### src/rtl/moesi_pkg.sv
package moesi_pkg;

  typedef enum logic [3:0] {
    ST_I   = 4'd0,
    ST_S   = 4'd1,
    ST_O   = 4'd2,
    ST_M   = 4'd3,
    ST_MW  = 4'd4,
    ST_MM  = 4'd5,
    ST_MMW = 4'd6,
    ST_SM  = 4'd7,
    ST_OM  = 4'd8
  } line_st_e;

  typedef enum logic [1:0] {
    OP_LOAD  = 2'd0,
    OP_STORE = 2'd1,
    OP_REPL  = 2'd2,
    OP_NONE  = 2'd3
  } cpu_op_e;

  typedef enum logic [2:0] {
    MSG_FILL_S   = 3'd0,
    MSG_FILL_E   = 3'd1,
    MSG_GRANT    = 3'd2,
    MSG_ACK      = 3'd3,
    MSG_INV      = 3'd4,
    MSG_FWD_READ = 3'd5,
    MSG_RSVD6    = 3'd6,
    MSG_RSVD7    = 3'd7
  } net_msg_e;

  function automatic logic in_window(line_st_e s);
    return (s == ST_MW) || (s == ST_MMW);
  endfunction

  function automatic logic in_upgrade(line_st_e s);
    return (s == ST_SM) || (s == ST_OM);
  endfunction

endpackage

### src/rtl/moesi_access_gate.sv
module moesi_access_gate
  import moesi_pkg::*;
(
  input  line_st_e cpu_state,
  input  cpu_op_e  cpu_op,
  input  line_st_e dma_state,
  output logic     cpu_ok,
  output logic     dma_ok
);

  always_comb begin
    cpu_ok = 1'b0;
    case (cpu_op)
      OP_LOAD:  cpu_ok = (cpu_state != ST_I);
      OP_STORE: cpu_ok = (cpu_state == ST_MW) || (cpu_state == ST_MM) ||
                         (cpu_state == ST_MMW);
      OP_REPL:  cpu_ok = (cpu_state == ST_I) || (cpu_state == ST_S) ||
                         (cpu_state == ST_O) || (cpu_state == ST_M) ||
                         (cpu_state == ST_MM);
      default:  cpu_ok = 1'b0;
    endcase
  end

  assign dma_ok = !in_window(dma_state);

endmodule

### src/rtl/moesi_line_fsm.sv
module moesi_line_fsm
  import moesi_pkg::*;
#(
  parameter int WINDOW = 8,
  parameter int ACK_W  = 3
) (
  input  logic             clk,
  input  logic             rst,
  input  logic             cpu_hit,
  input  cpu_op_e          cpu_op,
  input  logic             cpu_ok,
  input  logic             net_hit,
  input  net_msg_e         net_kind,
  input  logic [ACK_W-1:0] net_acks,
  output line_st_e         state_q
);

  localparam int TMR_W = $clog2(WINDOW + 1);
  localparam int CNT_W = ACK_W + 1;
  localparam logic [TMR_W-1:0] TMR_LOAD = TMR_W'(WINDOW);
  localparam logic [TMR_W-1:0] TMR_ONE  = TMR_W'(1);
  localparam logic signed [CNT_W-1:0] CNT_ONE = CNT_W'(1);

  line_st_e                  state_d;
  logic [TMR_W-1:0]          tmr_q, tmr_d;
  logic signed [CNT_W-1:0]   cnt_q, cnt_d, cnt_sum, cnt_dec;
  logic                      grant_q, grant_d;

  assign cnt_sum = cnt_q + $signed({1'b0, net_acks});
  assign cnt_dec = cnt_q - CNT_ONE;

  always_comb begin
    state_d = state_q;
    tmr_d   = tmr_q;
    cnt_d   = cnt_q;
    grant_d = grant_q;

    // window countdown, expiry falls back to the untimed exclusive state
    if (in_window(state_q)) begin
      if (tmr_q <= TMR_ONE) begin
        state_d = (state_q == ST_MW) ? ST_M : ST_MM;
        tmr_d   = '0;
      end else begin
        tmr_d = tmr_q - TMR_ONE;
      end
    end

    if (cpu_hit) begin
      case (cpu_op)
        OP_STORE: begin
          if (state_q == ST_MW && cpu_ok) begin
            state_d = ST_MMW;
            tmr_d   = TMR_LOAD;
          end else if (state_q == ST_S || state_q == ST_M) begin
            state_d = ST_SM;
            cnt_d   = '0;
            grant_d = 1'b0;
          end else if (state_q == ST_O) begin
            state_d = ST_OM;
            cnt_d   = '0;
            grant_d = 1'b0;
          end
        end
        OP_REPL: begin
          if (cpu_ok) state_d = ST_I;
        end
        default: ;
      endcase
    end

    if (net_hit) begin
      case (net_kind)
        MSG_FILL_S: begin
          if (state_q == ST_I) state_d = ST_S;
        end
        MSG_FILL_E: begin
          if (state_q == ST_I) begin
            state_d = ST_MW;
            tmr_d   = TMR_LOAD;
          end
        end
        MSG_GRANT: begin
          if (in_upgrade(state_q)) begin
            if (cnt_sum == '0) begin
              state_d = ST_MMW;
              tmr_d   = TMR_LOAD;
              grant_d = 1'b0;
              cnt_d   = '0;
            end else begin
              state_d = ST_OM;
              grant_d = 1'b1;
              cnt_d   = cnt_sum;
            end
          end
        end
        MSG_ACK: begin
          if (in_upgrade(state_q)) begin
            if (grant_q && cnt_dec == '0) begin
              state_d = ST_MMW;
              tmr_d   = TMR_LOAD;
              grant_d = 1'b0;
              cnt_d   = '0;
            end else begin
              cnt_d = cnt_dec;
            end
          end
        end
        MSG_INV: begin
          if (state_q == ST_S) state_d = ST_I;
        end
        MSG_FWD_READ: begin
          if (state_q == ST_M || state_q == ST_MM) state_d = ST_O;
        end
        default: ;
      endcase
    end
  end

  always_ff @(posedge clk) begin
    if (rst) begin
      state_q <= ST_I;
      tmr_q   <= '0;
      cnt_q   <= '0;
      grant_q <= 1'b0;
    end else begin
      state_q <= state_d;
      tmr_q   <= tmr_d;
      cnt_q   <= cnt_d;
      grant_q <= grant_d;
    end
  end

endmodule

### src/rtl/moesi_line_ctrl.sv
module moesi_line_ctrl
  import moesi_pkg::*;
#(
  parameter int NUM_LINES = 4,
  parameter int WINDOW    = 8,
  parameter int ACK_W     = 3,
  localparam int LW       = $clog2(NUM_LINES)
) (
  input  logic             clk,
  input  logic             rst,
  input  logic             cpu_valid,
  input  logic [1:0]       cpu_op,
  input  logic [LW-1:0]    cpu_line,
  output logic             cpu_ready,
  input  logic             dma_valid,
  input  logic [LW-1:0]    dma_line,
  output logic             dma_ready,
  input  logic             net_valid,
  input  logic [2:0]       net_kind,
  input  logic [LW-1:0]    net_line,
  input  logic [ACK_W-1:0] net_acks,
  output logic             getx_valid,
  output logic [LW-1:0]    getx_line,
  output logic             supply_valid,
  output logic [LW-1:0]    supply_line,
  input  logic [LW-1:0]    probe_line,
  output logic [3:0]       probe_state
);

  cpu_op_e  op_c;
  net_msg_e kind_c;
  line_st_e line_state [NUM_LINES];
  line_st_e cpu_state, dma_state, net_state;
  logic     cpu_ok, dma_ok;
  logic     getx_d, supply_d;

  assign op_c   = cpu_op_e'(cpu_op);
  assign kind_c = net_msg_e'(net_kind);

  assign cpu_state   = line_state[cpu_line];
  assign dma_state   = line_state[dma_line];
  assign net_state   = line_state[net_line];
  assign probe_state = line_state[probe_line];

  moesi_access_gate u_gate (
    .cpu_state (cpu_state),
    .cpu_op    (op_c),
    .dma_state (dma_state),
    .cpu_ok    (cpu_ok),
    .dma_ok    (dma_ok)
  );

  assign cpu_ready = cpu_ok;
  assign dma_ready = dma_valid && dma_ok;

  generate
    for (genvar g = 0; g < NUM_LINES; g++) begin : g_line
      moesi_line_fsm #(
        .WINDOW (WINDOW),
        .ACK_W  (ACK_W)
      ) u_fsm (
        .clk      (clk),
        .rst      (rst),
        .cpu_hit  (cpu_valid && (cpu_line == LW'(g))),
        .cpu_op   (op_c),
        .cpu_ok   (cpu_ok),
        .net_hit  (net_valid && (net_line == LW'(g))),
        .net_kind (kind_c),
        .net_acks (net_acks),
        .state_q  (line_state[g])
      );
    end
  endgenerate

  assign getx_d = cpu_valid && (op_c == OP_STORE) &&
                  ((cpu_state == ST_S) || (cpu_state == ST_M) || (cpu_state == ST_O));
  assign supply_d = net_valid && (kind_c == MSG_FWD_READ) &&
                    ((net_state == ST_M) || (net_state == ST_MM));

  always_ff @(posedge clk) begin
    if (rst) begin
      getx_valid   <= 1'b0;
      getx_line    <= '0;
      supply_valid <= 1'b0;
      supply_line  <= '0;
    end else begin
      getx_valid   <= getx_d;
      getx_line    <= cpu_line;
      supply_valid <= supply_d;
      supply_line  <= net_line;
    end
  end

endmodule

### config.mk
export PLATFORM = sky130hd
export DESIGN_NAME = moesi_line_ctrl
export DESIGN_NICKNAME = d
export VERILOG_FILES = /design/src/rtl/moesi_pkg.sv /design/src/rtl/moesi_access_gate.sv /design/src/rtl/moesi_line_fsm.sv /design/src/rtl/moesi_line_ctrl.sv
export SDC_FILE = /design/constraint.sdc
export NUM_CORES = 1
export LEC_CHECK = 0
export BUFFER_PORTS_ARGS = -buffer_cell sky130_fd_sc_hd__buf_4
export CAP_MARGIN = 5
export CORE_MARGIN = 4
export CORE_UTILIZATION = 50
export CTS_CLUSTER_DIAMETER = 120
export DETAILED_ROUTE_END_ITERATION = 16
export PLACE_DENSITY = 0.69
export SETUP_SLACK_MARGIN = 0.1
export SLEW_MARGIN = 20
export SYNTH_ARGS = -nofsm -noshare
export SYNTH_HDL_FRONTEND = slang
export SYNTH_SLANG_ARGS = --single-unit
### constraint.sdc
create_clock -name clk -period 7.2 [get_ports clk]
set_input_delay 0.72 -clock clk [delete_from_list [all_inputs] [get_ports clk]]
set_output_delay 0.72 -clock clk [all_outputs]
set_load 0.02 [all_outputs]
==> results.tsv <==
stage	metric	value	unit
status	run status	finished, final reports clean	
critical_path	Critical-path top delay cell	mux4_2	
sta	period utilisation layout	0.481	
critical_path	kind of critical path	reg -> out	
sta	Worst slew margin	0.260	
sta	# setup viols final	0	
synth	flop and latch count out of synthesis	58	
synth	number of flops mapped to enable cells by yosys	0	
clock_network	H-tree depth	3	
global_routing	grt ovf	0	
synth	most area-hungry cell type in the Yosys netlist	dfxtp_1	
clock_network	CTS Buf Count	9	
critical_path	CP arrival	2.74	ns
sta	Least-Margin Pin Slew	1.09	ns
min_path	Hold Path Depth	2	
critical_path	CP Cell Sequence	mux4_2 > nand2b_1 > a22oi_1 > o31a_1 > inv_2 > buf_4	
power	LEAKAGE	2.18	nW
layout	Post-Route Utilization	0.558	
global_routing	number of global-route vias before repair	5595	
synth	Synth area leaders	dfxtp_1 21%, ha_1 7.1%, a21oi_1 5.2%, nor2_1 5.0%, nand2_1 4.6%	
layout	P&R area growth vs syn	8.30	%
layout	ANT cells	0	
global_routing	global-route wire length before repair	28800	microns
routing	DR vias	6035	
routing	Routed WL per cell	19.6	microns
sta	RSZ-0062 raised after global routing	false	
layout	area of the multi-input gates	4180	sq um
min_path	worst hold path type	reg -> reg	
critical_path	worst r2r src	g_line[3].u_fsm.cnt_q[0]	
synth	Syn Inst Count	752	
synth	Synth Net Count	809	
routing	final WL	17600	microns
clock_network	postcts setup bufs	0	
synth	sequential fraction of the synthesis area	0.207	
global_routing	initial antenna violation count	0	
sta	fmax	289	MHz
layout	Layout Nets	813	
clock_network	Root Driver	clkbuf_8	
clock_network	Clock Pin Slew Worst Setup and Hold Paths	0.06	ns
critical_path	startpoint types	flop	
die	die area	13000	sq um
job	MaxCap Viol Count	0	
die	I/O pin count	33	
routing	Pre-Repair DR Iteration Count	6	
synth	Yosys warnings	0	
critical_path	CP Data Required Time	6.48	ns
layout	most common cell after layout, fill and taps aside	nor2_1	
placement	post-DP HPWL	12800	microns
die	row count	38	
layout	register area	1160	sq um
clock_network	worst skew pair latency	0.37	ns
critical_path	R2R depth	7	
clock_network	post-CTS sizing	0	
critical_path	Worst Setup SP	g_line[0].u_fsm.state_q[0]	
power	pwr dens	128	nW/um^2
clock_network	Post-CTS Hold Fix Bufs	0	
synth	Syn Area/Cell	7.46	sq um
min_path	hold path startpoint	g_line[1].u_fsm.grant_q	
routing	Iteration-0 DRC Markers	706	
critical_path	largest stage delay on the critical path	0.63	ns
routing	number of routed nets with antenna violations	0	
synth	ys async rst share	0	
global_routing	pin count of the biggest net entering global routing	61	
sta	clk_skew	0.0153	ns
die	Initial Util	0.515	
synth	dominant synthesized flop cell	dfxtp_1	
synth	post-synth cell types	75	
power	Peak VDD IR	0.141	mV
sta	minimum clock period	3.46	ns
sta	pins over their slew limit	0	
sta	Final WS setup	3.74	ns
layout	share of post-route cells with drive strength above 1	0.105	
clock_network	CTS tree	built	
placement	# port buffers	32	
routing	# DRC	0	
routing	Vias/cell	6.71	
placement	Place WS	3.79	ns
layout	Filler Cell Count	1032	
sta	Setup TNS	0	ns
clock_network	Max Buffers Root-to-Sink	2	
power	Overall Power	0.000777	W
placement	GP Congestion	0.972	
sta	Final Hold Viols	0	
die	Die W	114	microns
synth	Post-Syn Area	5610	sq um
die	Die Span Y	114	microns
layout	most frequent cells in the layout	75 x nor2_1, 69 x nand2_1, 58 x a21oi_1, 58 x dfxtp_1, 44 x o21ai_0	
clock_network	TritonCTS Sinks	58	
die	core area	10900	sq um
global_routing	GRT Total Usage	0.279	
critical_path	CP Capture Type	primary output	
critical_path	CP Max Fanout	17	
synth	area share of the largest cell type after synthesis	0.207	
[cell usage after synthesis, types with 3 or more instances]
cell and count:
o41ai_2 3, nand4b_1 4, a21o_1 7, or3_1 8
dfxtp_1 58, o31a_1 6, a211o_1 6, nand3_1 26
nand4_1 8, o41ai_1 5, o31ai_1 4, and3_1 6
xnor2_1 14, nor4_1 21, a211oi_1 4, mux4_2 11
ha_1 32, o211ai_1 11, o221ai_1 4, o21ai_0 44
nor2_1 75, nand2_1 69, a31oi_1 14, o21a_1 8
nor2b_1 19, a32oi_1 3, o22ai_1 5, nand2b_1 19
and3b_1 3, fa_1 4, a311oi_1 4, a21oi_1 58
inv_1 25, and4b_1 3, a221oi_1 5, xor2_1 14
nor4b_1 4, or2_2 7, or4_1 5, nor3_1 36
buf_1 4, clkbuf_1 35, nor3b_1 5, nand3b_1 3
a22oi_1 4
[where the power goes]
group	switching [W]	leakage [nW]	internal, W	total [W]
sequential	0.00000503	0.468	0.000324	0.000329
clock	0.000141	0.106	0.000186	0.000327
combinational	0.0000786	1.60	0.0000432	0.000122
total	0.000225	2.18	0.000553	0.000777
[critical path: cells and delay by family (launching register included)]
kind / cells / cell delay (ns)
DFF: 1 / 0.53
AOI/OAI and AO/OA: 2 / 0.74
buffers and inverters: 2 / 0.27
and+or+nand+nor: 1 / 0.21
muxes: 1 / 0.63
[flip-flops by register name (all words and copies together) (netlist names)]
name                  cells
g_line.u_fsm.tmr_q       16
supply_line               2
getx_valid                1
g_line.u_fsm.cnt_q       16
supply_valid              1
getx_line                 2
g_line.u_fsm.grant_q      4
g_line.u_fsm.state_q     16
[per-stage QoR]
stage          cell area [sq um]  hold slack, ns  instances
6_report                    6070           0.471        900
4_1_cts                     6070           0.467        900
5_1_grt                     6070           0.522        900
3_5_place_dp                5870           0.454        885
2_1_floorplan               5610           0.441        752
3_3_place_gp                5870           0.461        885
[routing by layer]
layer  part of all wire  global-route usage  up-vias
li1                   -                   -     2828
met1               0.43               0.390     2821
met2               0.43               0.410      337
met3              0.099              0.0573       49
met4              0.035               0.133        0
met5                  0                   0        -
[cell families after synthesis]
logic type      count (synthesis)  synth area share
compound gates                222             0.269
xor+xnor                       28            0.0437
fa+ha+maj                      36            0.0857
buf+inv                        68            0.0482
flops                          58             0.207
mux                            13            0.0477
simple gates                  327             0.298
[final cells by class]
class                      count  area share
sequential                    58       0.191
clock buffer                  13      0.0278
inverter                      27      0.0167
multi-input combinational    626       0.688
clock inverter                 2     0.00577
tap                          140      0.0288
timing repair buffer          34      0.0420
[final timing paths]
kind / to / slack, ns
min: g_line[1].u_fsm.grant_q / 0.47
max: cpu_ready / 3.74
max reg2reg: g_line[3].u_fsm.tmr_q[0] / 4.29
min reg2reg: g_line[1].u_fsm.grant_q / 0.47
Note: power is estimated with default switching activity, not from simulation.
